<file path="src/rtl/thermo_sic_pkg.sv">
package thermo_sic_pkg;
  typedef enum logic {
    DIR_DOWN = 1'b0,
    DIR_UP   = 1'b1
  } dir_e;
endpackage

</file>
<file path="src/rtl/thermo_sic_rst_sync.sv">
module thermo_sic_rst_sync #(
  parameter int STAGES = 2
) (
  input  logic clk_i,
  input  logic rst_ni,
  output logic rst_sync_no
);
  logic [STAGES-1:0] sync_q;

  always_ff @(posedge clk_i or negedge rst_ni) begin
    if (!rst_ni) begin
      sync_q <= '0;
    end else begin
      sync_q <= {sync_q[STAGES-2:0], 1'b1};
    end
  end

  assign rst_sync_no = sync_q[STAGES-1];
endmodule

</file>
<file path="src/rtl/thermo_sic_bounce_cnt.sv">
module thermo_sic_bounce_cnt
  import thermo_sic_pkg::*;
#(
  parameter int CNT_W = 3
) (
  input  logic             clk_i,
  input  logic             rst_ni,
  input  logic             en_i,
  output logic [CNT_W-1:0] cnt_o,
  output dir_e             dir_o,
  output logic             done_o
);
  localparam logic [CNT_W-1:0] TOP = {CNT_W{1'b1}};
  localparam logic [CNT_W-1:0] ONE = CNT_W'(1);

  logic [CNT_W-1:0] cnt_q, cnt_d;
  dir_e             dir_q, dir_d;
  logic             done_q, done_d;

  // next-state: step by one, turn around on arrival at an end point
  always_comb begin
    cnt_d  = cnt_q;
    dir_d  = dir_q;
    done_d = 1'b0;
    if (en_i) begin
      done_d = (cnt_q == TOP);
      if (dir_q == DIR_UP) begin
        cnt_d = cnt_q + ONE;
        if (cnt_q + ONE == TOP) dir_d = DIR_DOWN;
      end else begin
        cnt_d = cnt_q - ONE;
        if (cnt_q == ONE) dir_d = DIR_UP;
      end
    end
  end

  always_ff @(posedge clk_i or negedge rst_ni) begin
    if (!rst_ni) begin
      cnt_q  <= '0;
      dir_q  <= DIR_UP;
      done_q <= 1'b0;
    end else begin
      cnt_q  <= cnt_d;
      dir_q  <= dir_d;
      done_q <= done_d;
    end
  end

  assign cnt_o  = cnt_q;
  assign dir_o  = dir_q;
  assign done_o = done_q;
endmodule

</file>
<file path="src/rtl/thermo_sic_decode.sv">
module thermo_sic_decode #(
  parameter int CNT_W = 3,
  localparam int PAT_W = 1 << CNT_W
) (
  input  logic [CNT_W-1:0] cnt_i,
  output logic [PAT_W-1:0] therm_o
);
  for (genvar i = 0; i < PAT_W; i++) begin : g_bit
    if (i == 0) begin : g_const
      assign therm_o[i] = 1'b1;
    end else begin : g_cmp
      assign therm_o[i] = (cnt_i >= CNT_W'(i));
    end
  end
endmodule

</file>
<file path="src/rtl/thermo_sic_tpg.sv">
module thermo_sic_tpg
  import thermo_sic_pkg::*;
#(
  parameter int CNT_W = 3,
  localparam int PAT_W = 1 << CNT_W
) (
  input  logic             clk_i,
  input  logic             rst_ni,
  input  logic             en_i,
  output logic [PAT_W-1:0] pat_o,
  output logic             dir_up_o,
  output logic             done_o
);
  logic             rst_sync_n;
  logic [CNT_W-1:0] cnt;
  dir_e             dir;

  thermo_sic_rst_sync #(.STAGES(2)) u_rst (
    .clk_i       (clk_i),
    .rst_ni      (rst_ni),
    .rst_sync_no (rst_sync_n)
  );

  thermo_sic_bounce_cnt #(.CNT_W(CNT_W)) u_cnt (
    .clk_i  (clk_i),
    .rst_ni (rst_sync_n),
    .en_i   (en_i),
    .cnt_o  (cnt),
    .dir_o  (dir),
    .done_o (done_o)
  );

  thermo_sic_decode #(.CNT_W(CNT_W)) u_dec (
    .cnt_i   (cnt),
    .therm_o (pat_o)
  );

  assign dir_up_o = (dir == DIR_UP);
endmodule

</file>
<file path="config.mk">
export PLATFORM = sky130hd
export DESIGN_NAME = thermo_sic_tpg
export DESIGN_NICKNAME = d
export VERILOG_FILES = /design/src/rtl/thermo_sic_pkg.sv /design/src/rtl/thermo_sic_rst_sync.sv /design/src/rtl/thermo_sic_bounce_cnt.sv /design/src/rtl/thermo_sic_decode.sv /design/src/rtl/thermo_sic_tpg.sv
export SDC_FILE = /design/constraint.sdc
export NUM_CORES = 1
export LEC_CHECK = 0
export BUFFER_PORTS_ARGS = -buffer_cell sky130_fd_sc_hd__buf_2
export CAP_MARGIN = 10
export CORE_AREA = 2 2 39 41
export DETAILED_ROUTE_END_ITERATION = 6
export DIE_AREA = 0 0 41 43
export GPL_TIMING_DRIVEN = 0
export PLACE_DENSITY = 0.64
export REMOVE_ABC_BUFFERS = 1
export SYNTH_ARGS = -nofsm -noshare
export SYNTH_HDL_FRONTEND = slang
export SYNTH_SLANG_ARGS = --single-unit
</file>
<file path="constraint.sdc">
create_clock -name clk_i -period 2.6 [get_ports clk_i]
set_input_delay 0.26 -clock clk_i [delete_from_list [all_inputs] [get_ports clk_i]]
set_output_delay 0.26 -clock clk_i [all_outputs]
set_load 0.02 [all_outputs]
</file>
==> results of run 1 <==
## power by group through the flow
stage                      Clock, W  Combinational, W  Sequential [W]
final                     0.0000971          0.000372        0.000213
after global routing       0.000115          0.000422        0.000225
after CTS                  0.000102          0.000378        0.000215
after detailed placement          0          0.000375        0.000216
after global placement            0          0.000370        0.000217
after floorplan                   0          0.000252        0.000223
## worst max-delay path, stage by stage, from the launching register on
cell and delay, ns:
dfrtp_1 0.48, inv_1 0.13, ha_1 0.23, or3_1 0.34
buf_2 0.16
## metrics by stage
step                      instance area (um2)  power, W  hold slack (ns)  util [%]
after floorplan                           414  0.000475          -0.0356         -
after global routing                      526  0.000762           0.0962      38.0
after CTS                                 526  0.000694           0.0843      38.0
after global placement                    489  0.000587           0.0461      35.4
after detailed placement                  489  0.000591           0.0454      35.4
final                                     526  0.000682           0.0729      38.0
## cells in the mapped netlist
| cell type | count | share of area, % |
|---|---|---|
| a211oi_1 | 1 | 1.8 |
| a31o_2 | 1 | 2.1 |
| a32o_1 | 1 | 2.3 |
| and2_1 | 1 | 1.5 |
| and3_1 | 1 | 1.5 |
| and4b_2 | 1 | 2.6 |
| buf_2 | 1 | 1.2 |
| buf_4 | 1 | 1.8 |
| clkbuf_1 | 1 | 0.88 |
| conb_1 | 1 | 0.88 |
| dfrtp_1 | 6 | 35 |
| dfstp_2 | 1 | 6.2 |
| ha_1 | 7 | 21 |
| inv_1 | 3 | 2.6 |
| mux2i_1 | 1 | 2.3 |
| nand3b_1 | 1 | 1.8 |
| nor2_1 | 5 | 4.4 |
| nor3_1 | 1 | 1.2 |
| o21ai_0 | 2 | 2.3 |
| or2_1 | 1 | 1.5 |
| or3_1 | 1 | 1.5 |
| xor2_1 | 2 | 4.1 |
## cell usage in the layout (no fill, tap or decap)
master / Yosys / routed
a211oi_1: 1 / 1
a31o_2: 1 / 1
a32o_1: 1 / 1
and2_1: 1 / 1
and3_1: 1 / 1
and4b_2: 1 / 1
buf_2: 1 / 11
clkbuf_1: 1 / 1
clkbuf_4: 0 / 3
conb_1: 1 / 2
dfrtp_1: 6 / 6
dfstp_2: 1 / 1
dlygate4sd3_1: 0 / 1
ha_1: 7 / 7
inv_1: 3 / 3
mux2i_1: 1 / 1
nand3b_1: 1 / 1
nor2_1: 5 / 5
nor3_1: 1 / 1
o21ai_0: 2 / 2
or2_1: 1 / 1
or3_1: 1 / 1
xor2_1: 2 / 2
## worst paths after layout
check                      slack [ns]              end             from
max reg2reg                      1.16      u_cnt.dir_o   u_cnt.cnt_o[0]
max                              0.75         pat_o[1]   u_cnt.cnt_o[1]
max in group asynchronous        2.19  u_rst.sync_q[1]           rst_ni
min in group clk_i               0.29   u_cnt.cnt_o[0]             en_i
min reg2reg                      0.07   u_cnt.cnt_o[0]  u_rst.sync_q[1]
min                              0.07   u_cnt.cnt_o[0]  u_rst.sync_q[1]
## registers in the layout, summed over array words and instances, names as in the netlist
register,flops
u_cnt.dir_o,1
u_cnt.done_o,1
u_cnt.cnt_o,3
u_rst.sync_q,2
## logic make-up after synthesis
group / Yosys count
buffers and inverters: 6
xor gates and xnor gates: 2
other: 1
and+or+nand+nor: 12
adders and majority gates: 7
muxes: 1
AOI/OAI and AO/OA: 5
DFF: 7
## routing by layer
layer | vias up | track usage, % | part of all wire (%)
met1 | 149 | 14.4 | 44
met3 | 2 | 9.42 | 8.0
met4 | 0 | 6.00 | 1.3
met5 | - | 0 | 0
met2 | 9 | 14.7 | 47
li1 | 160 | - | -
## area by class of cell
cell class / count / share of cell area, %
Inverter: 3 / 2.14
Timing Repair Buffer: 12 / 12.4
Tap cell: 16 / 3.81
Sequential cell: 7 / 33.6
Multi-Input combinational cell: 29 / 43.1
Clock buffer: 4 / 5.00
==> summary by stage, run 1 <==
Place
The count of input and output buffers is 11. The wire-length estimate of the detail-placed layout is 534 um. The last weighted congestion value of the routability-driven placer is 0.662. Prior to clock tree synthesis, the placed netlist has a worst setup slack of 1.00 ns.

Including well taps, the total number of placed cells is 66.

Power and ir drop
Registers are responsible for 31.3% of the overall power. The internal power consumption is 0.000364 W. The worst IR drop on VDD is 0.423 mV. The power share of the combinational group is 54.5%. The switching power is 0.000318 W. The power per cell area is 1300 mW/mm2.

The clock network burns 14.2% of the power. The static leakage is 0.275 nW. Of the total power, the share spent switching nets is 46.7%.

Global routing
The via count of the first global-routing pass was 304. The global-route wire length before repair is 1.32 mm. Summed over all layers, the global routing overflow is 0. The number of antenna violations at the first check in global routing is 0. Entering global routing, the biggest net connects 9 pins. The overall fraction of global-route tracks in use is 11.9%.

Synth
Summing every instance area after synthesis gives 427 um2. The mux share of post-synthesis cell area is 2.35%. The sequential element share of the synthesized area is 41.3%.

The average cell area after synthesis is 10.4 um2. Summing the areas of all and, or, nand and nor instances in the mapped netlist gives 15.8% of the synthesized area. During synthesis, Yosys emitted a total of 0 warnings.

Synthesis inferred 7 register bits. Summing the areas of all compound-gate instances in the mapped netlist gives 8.50% of the synthesized area. The gate count after technology mapping is 41. After Yosys synthesis, XOR and XNOR cells account for 4.11% of the synthesized area. After Yosys synthesis, full adders, half adders and majority gates account for 20.5% of the synthesized area. The count of unique library cells instantiated by Yosys is 22. By area, the combinational part of the netlist is dominated by adder cells.

Layout
Leaving out filler cells and counting taps, the final layout contains 71. The fraction of layout cells with a size suffix above 1 is 30.9%. The layout has 145 filler cells.

At the end of the flow, the number of nets in the layout was 66. The combined area of the multi-input logic cells is 226 um2. The register area is 176 um2. Compared with the post-synthesis result, the final layout area differs by 23.2%. The diode insertion count for antenna repair is 0.

Die
The y dimension of the die is 43 um. The effective utilization at floorplan is 30.8%. The full die area is 0.00176 mm2. The core footprint is 0.00138 mm2. The number of top-level pins is 13.

After floorplanning, the core was divided into 14 placement rows. The die boundary width is 41 um.

Detailed routing
The average wire per standard cell is 9.83 um. The initial DRC count is 2. The routed wire length is 698 um. The first detailed-routing pass ran for 2 iterations. The remaining antenna violation count after routing is 0.

The mean number of vias per cell is 4.51. For this run, design rule violations remaining after detail routing come to 0. The number of vias in the routed layout is 320.

Critical path
The worst endpoint data arrival time is 1.59 ns. The type of the worst setup path is flop to output pin. For the worst setup path, the data required time is 2.34 ns. In this run the worst path has a maximum fanout of 8. Measured in cells, the most critical reg-to-reg path has a length of 4.

The nature of the critical path startpoint is a flop. The endpoint type of the worst setup path is an output pin.

Worst hold path
The path category of the worst min-delay check is flop to async pin.

STA
The count of final max-slew check failures was 0. The clock period minus worst slack is 1.85 ns. Setup repair after global routing left no endpoint under its margin. The ratio of final minimum period to clock period is 71.2%. The total setup violations reported at the end of the flow is 0. The setup skew after layout is 0.00209 ns.

The final number of hold-violating endpoints is 0. For this run, the top clock speed supported by timing is 541 MHz. The final-layout setup total negative slack is 0 ns.

The final worst-path setup slack is 0.750 ns.

Run status
The run finished with clean final reports.

Clock tree
The post-CTS setup-driven buffer insertion count is 0. After clock tree synthesis, the repair step resized 0 gates. Buffers inserted during clock tree synthesis total 3. The number of hold buffers added after CTS was 1. Counting along the longest clock path gives a buffer depth of 2. In this run the number of H-tree levels came out at 1. The tree built by TritonCTS fans out to 7 sinks. The register clock-pin slew on the reported worst setup and hold paths is 0.05 ns. The clock latency of the later-clocked register in the worst-skew pair is 0.25 ns. The tree is rooted in a clkbuf_4. TritonCTS built the clock tree.

Job
The number of max-cap violations is 0.
Note: power is estimated with default switching activity, not from simulation.
==> run 2, diff against run 1 <==
ABC_AREA = 1   (was not set)
PLACE_DENSITY = 0.66   (was 0.64)
clock period = 1.75 ns   (was 2.6 ns; I/O delays follow)
==> run 2 against run 1 <==
Net effect:
- sequential share of layout area is 1.2 points lower
- design area is 3.6% higher
- first-iteration DRC count is 50% higher
- largest power group unchanged
==> summary by stage, run 2 <==
Run status
The flow ran to the end, and the final reports show no timing, DRC or antenna violations.

Die
The die boundary width is 41 um (unchanged). The effective utilization at floorplan is 32.6% (+1.8 points). The full die area is 0.00176 mm2 (unchanged). The row count was 14 (unchanged). The y dimension of the die was 43 um (unchanged). The core footprint is 0.00138 mm2 (unchanged). The number of top-level pins came to 13 (unchanged).

STA
The setup skew after layout is 0.00275 ns (+0.000660 ns). Setup repair after global routing left no endpoint under its margin. After layout, the worst path uses 93.4% of the clock period. The clock period minus worst slack is 1.63 ns. The total setup violations reported at the end of the flow is 0 (unchanged). Based on the critical path, the design can be clocked at up to 612 MHz. The count of final max-slew check failures is 0 (unchanged).

The final number of hold-violating endpoints is 0 (unchanged). The final-layout setup total negative slack came to 0 ns (unchanged).

Power and ir drop
The static leakage is 0.322 nW (+17%). The worst IR drop on VDD was 0.665 mV (+57%). The share of total power in the clock network was 13.6% (-0.6 points). The internal power consumption was 0.000519 W (+43%). The power share of the combinational group is 57.7% (+3.2 points).

The register share of total power came to 28.7% (-2.6 points). The power per cell area is 1910 mW/mm2 (+47%). The switching power is 0.000518 W (+63%). The fraction of power spent switching nets is 50.0% (+3.3 points).

Clock tree
The CTS sink count is 7 (unchanged). The clock latency of the later-clocked register in the worst-skew pair was 0.24 ns (about the same). The number of CTS-inserted buffers is 3 (unchanged). TritonCTS built the clock tree.

The H-tree depth reported by CTS was 1 (unchanged). The register clock-pin slew on the reported worst setup and hold paths is 0.05 ns (about the same). The maximum count of clock buffers along a single path is 2 (unchanged). In this run the clock root is driven by a clkbuf_4.

Critical path
The worst setup path is launched from a flop. Traced cell by cell, the critical path runs through ha_1 > ha_1 > o21bai_1 > buf_2. The largest individual stage delay along the critical path comes from the cell dfrtp_1. The worst endpoint data arrival time came to 1.46 ns (-0.13 ns). The endpoint type of the worst setup path is an output pin. The required time reported for the critical path endpoint is 1.57 ns (-0.77 ns). The number of buffer and inverter instances along the worst setup path is 1 (-1). The largest incremental delay on the critical path is 0.46 ns (-0.02 ns). The cell that appears most often on the critical path is ha_1.

The largest fanout of any net on the critical path is 6 (-2). The cell family contributing the most delay on the critical path is flip-flops. By startpoint and endpoint, the worst setup path is classified as flop to output pin.

Worst hold path
The worst hold path belongs to the class flop to async pin.

Synth
For this run, the leading register cell type out of synthesis is dfrtp_1. In the post-synthesis netlist, the biggest area contributors are dfrtp_1 (33%), ha_1 (19%), nand2_1 (13%), dfstp_2 (5.8%), inv_1 (5.8%). The share of flip-flops with an asynchronous set or reset after synthesis is 100% (unchanged). The post-synthesis instance area is 452 um2 (+5.9%). The share of the synthesized area in the top cell type is 33.2% (-1.9 points). The gate count after technology mapping came to 55 (+34%).

The average cell area after synthesis is 8.21 um2 (-21%). The count of state elements after synthesis is 7 (unchanged). The most frequent cell after synthesis is nand2_1. The sequential element share of the synthesized area was 39.1% (-2.3 points). Ranked by instance count, the synthesized netlist is headed by nand2_1 (16), ha_1 (7), inv_1 (7). Of all cell types, the one taking the most synthesized area is dfrtp_1. The count of unique library cells instantiated by Yosys is 17 (-23%). The number of enable flip-flop cells after synthesis came to 0 (unchanged). The count of synthesis-stage warnings from yosys is 0 (unchanged).

Global routing
The largest net degree at the start of global routing is 10 (+1). The global-route wire length before repair is 1.33 mm (+1.1%). The number of antenna violations at the first check in global routing is 0 (unchanged). The overall fraction of global-route tracks in use is 11.3% (-0.65 points).

The final global-route overflow total was 0 (unchanged). The via count of the first global-routing pass is 331 (+8.9%).

Layout
The fraction of layout cells with a size suffix above 1 is 24.6% (-6.3 points). Compared with the post-synthesis result, the final layout area differs by 20.5%. The combined area of the multi-input logic cells was 223 um2 (-1.7%). The library cell used most frequently in the layout, excluding fill and tap cells, is nand2_1. The diode insertion count for antenna repair was 0 (unchanged).

The count of fill cells added during filler insertion was 139 (-4.1%). The register area is 176 um2 (unchanged). The library cells used most frequently in the layout, excluding fill and tap cells, are nand2_1 (16), buf_2 (11), inv_1 (7), ha_1 (7), dfrtp_1 (6). The flip-flop count of the largest register after layout is 3 (unchanged). The post-layout net count is 80 (+21%). The number of non-filler instances in the completed layout is 85 (+20%).

Detailed routing
The number of optimization iterations in the first detailed-route pass is 3 (+1). The initial DRC count is 3 (+1). The DRC violation count after routing is 0 (unchanged).

The remaining antenna violation count after routing is 0 (unchanged). The average wire per standard cell is 8.67 um (-12%). The routed wire length was 737 um (+5.6%). The mean number of vias per cell is 4.22 (-6.3%). The number of vias in the routed layout is 359 (+12%).

Place
The total instance count after detailed placement came to 80 (+21%). The post-detailed-placement half-perimeter wirelength was 570 um (+6.8%). The last weighted congestion value of the routability-driven placer was 0.718 (+8.5%).

The count of input and output buffers is 11 (unchanged).

Job
The number of max-cap violations was 0 (unchanged).
## run 2: timing repair
action / in CTS / in global routing
buffers inserted: 0 / 0
hold endpoints to repair: 2 / 0
hold buffers: 1 / 0
resized for setup: 0 / 0
## run 2: worst paths after layout
check / start / to / slack, ns / cells past startpoint
worst max-delay path: u_cnt.cnt_o[1] / pat_o[7] / 0.12 / 4
worst min-delay path: u_rst.sync_q[1] / u_cnt.done_o / 0.07 / 0
worst max register to register: u_cnt.cnt_o[1] / u_cnt.dir_o / 0.47 / 6
worst min register to register: u_rst.sync_q[1] / u_cnt.done_o / 0.07 / 0
max in group asynchronous: rst_ni / u_rst.sync_q[0] / 1.41 / 2
min in group clk_i: en_i / u_cnt.done_o / 0.22 / 3
## run 2: cells by family after synthesis
kind of cell / after synthesis / synth area share (%)
compound gates: 2 / 3.05
xor+xnor: 1 / 1.94
fa+ha+maj: 7 / 19.4
buf+inv: 12 / 12.5
flops: 7 / 39.1
other cells: 1 / 0.830
simple gates: 25 / 23.3
## run 2: power groups by stage
stage	logic [W]	registers, W	clock network [W]
2_1_floorplan	0.000414	0.000315	0
3_3_place_gp	0.000588	0.000300	0
3_5_place_dp	0.000601	0.000302	0
4_1_cts	0.000604	0.000299	0.000148
5_1_grt	0.000687	0.000312	0.000158
6_report	0.000598	0.000298	0.000141
## run 2: per-layer routing
layer / track usage [%] / routed length [um]
met1: 15.3 / 354
met2: 15.6 / 333
met3: 6.28 / 48
met4: 2.00 / 0
met5: 0 / 0
## run 2: final cells by class
type,instances,area share (%)
multi-input cells,37,40.9
inverters,9,6.21
well taps,16,3.68
clock buffers,4,4.83
flip-flops and latches,7,32.4
repair buffers,12,12.0
## run 2: through the flow
step                      instance area [um2]  total power, W  hold slack [ns]  worst slack, ns  utilization [%]
after CTS                                 544         0.00105           0.0790            0.114             39.3
after detailed placement                  508        0.000903          -0.0353            0.380             36.7
after global routing                      544         0.00116           0.0991           0.0419             39.3
after global placement                    508        0.000888          -0.0402            0.410             36.7
final                                     544         0.00104           0.0711            0.116             39.3
after floorplan                           433        0.000729           -0.121            0.460                -
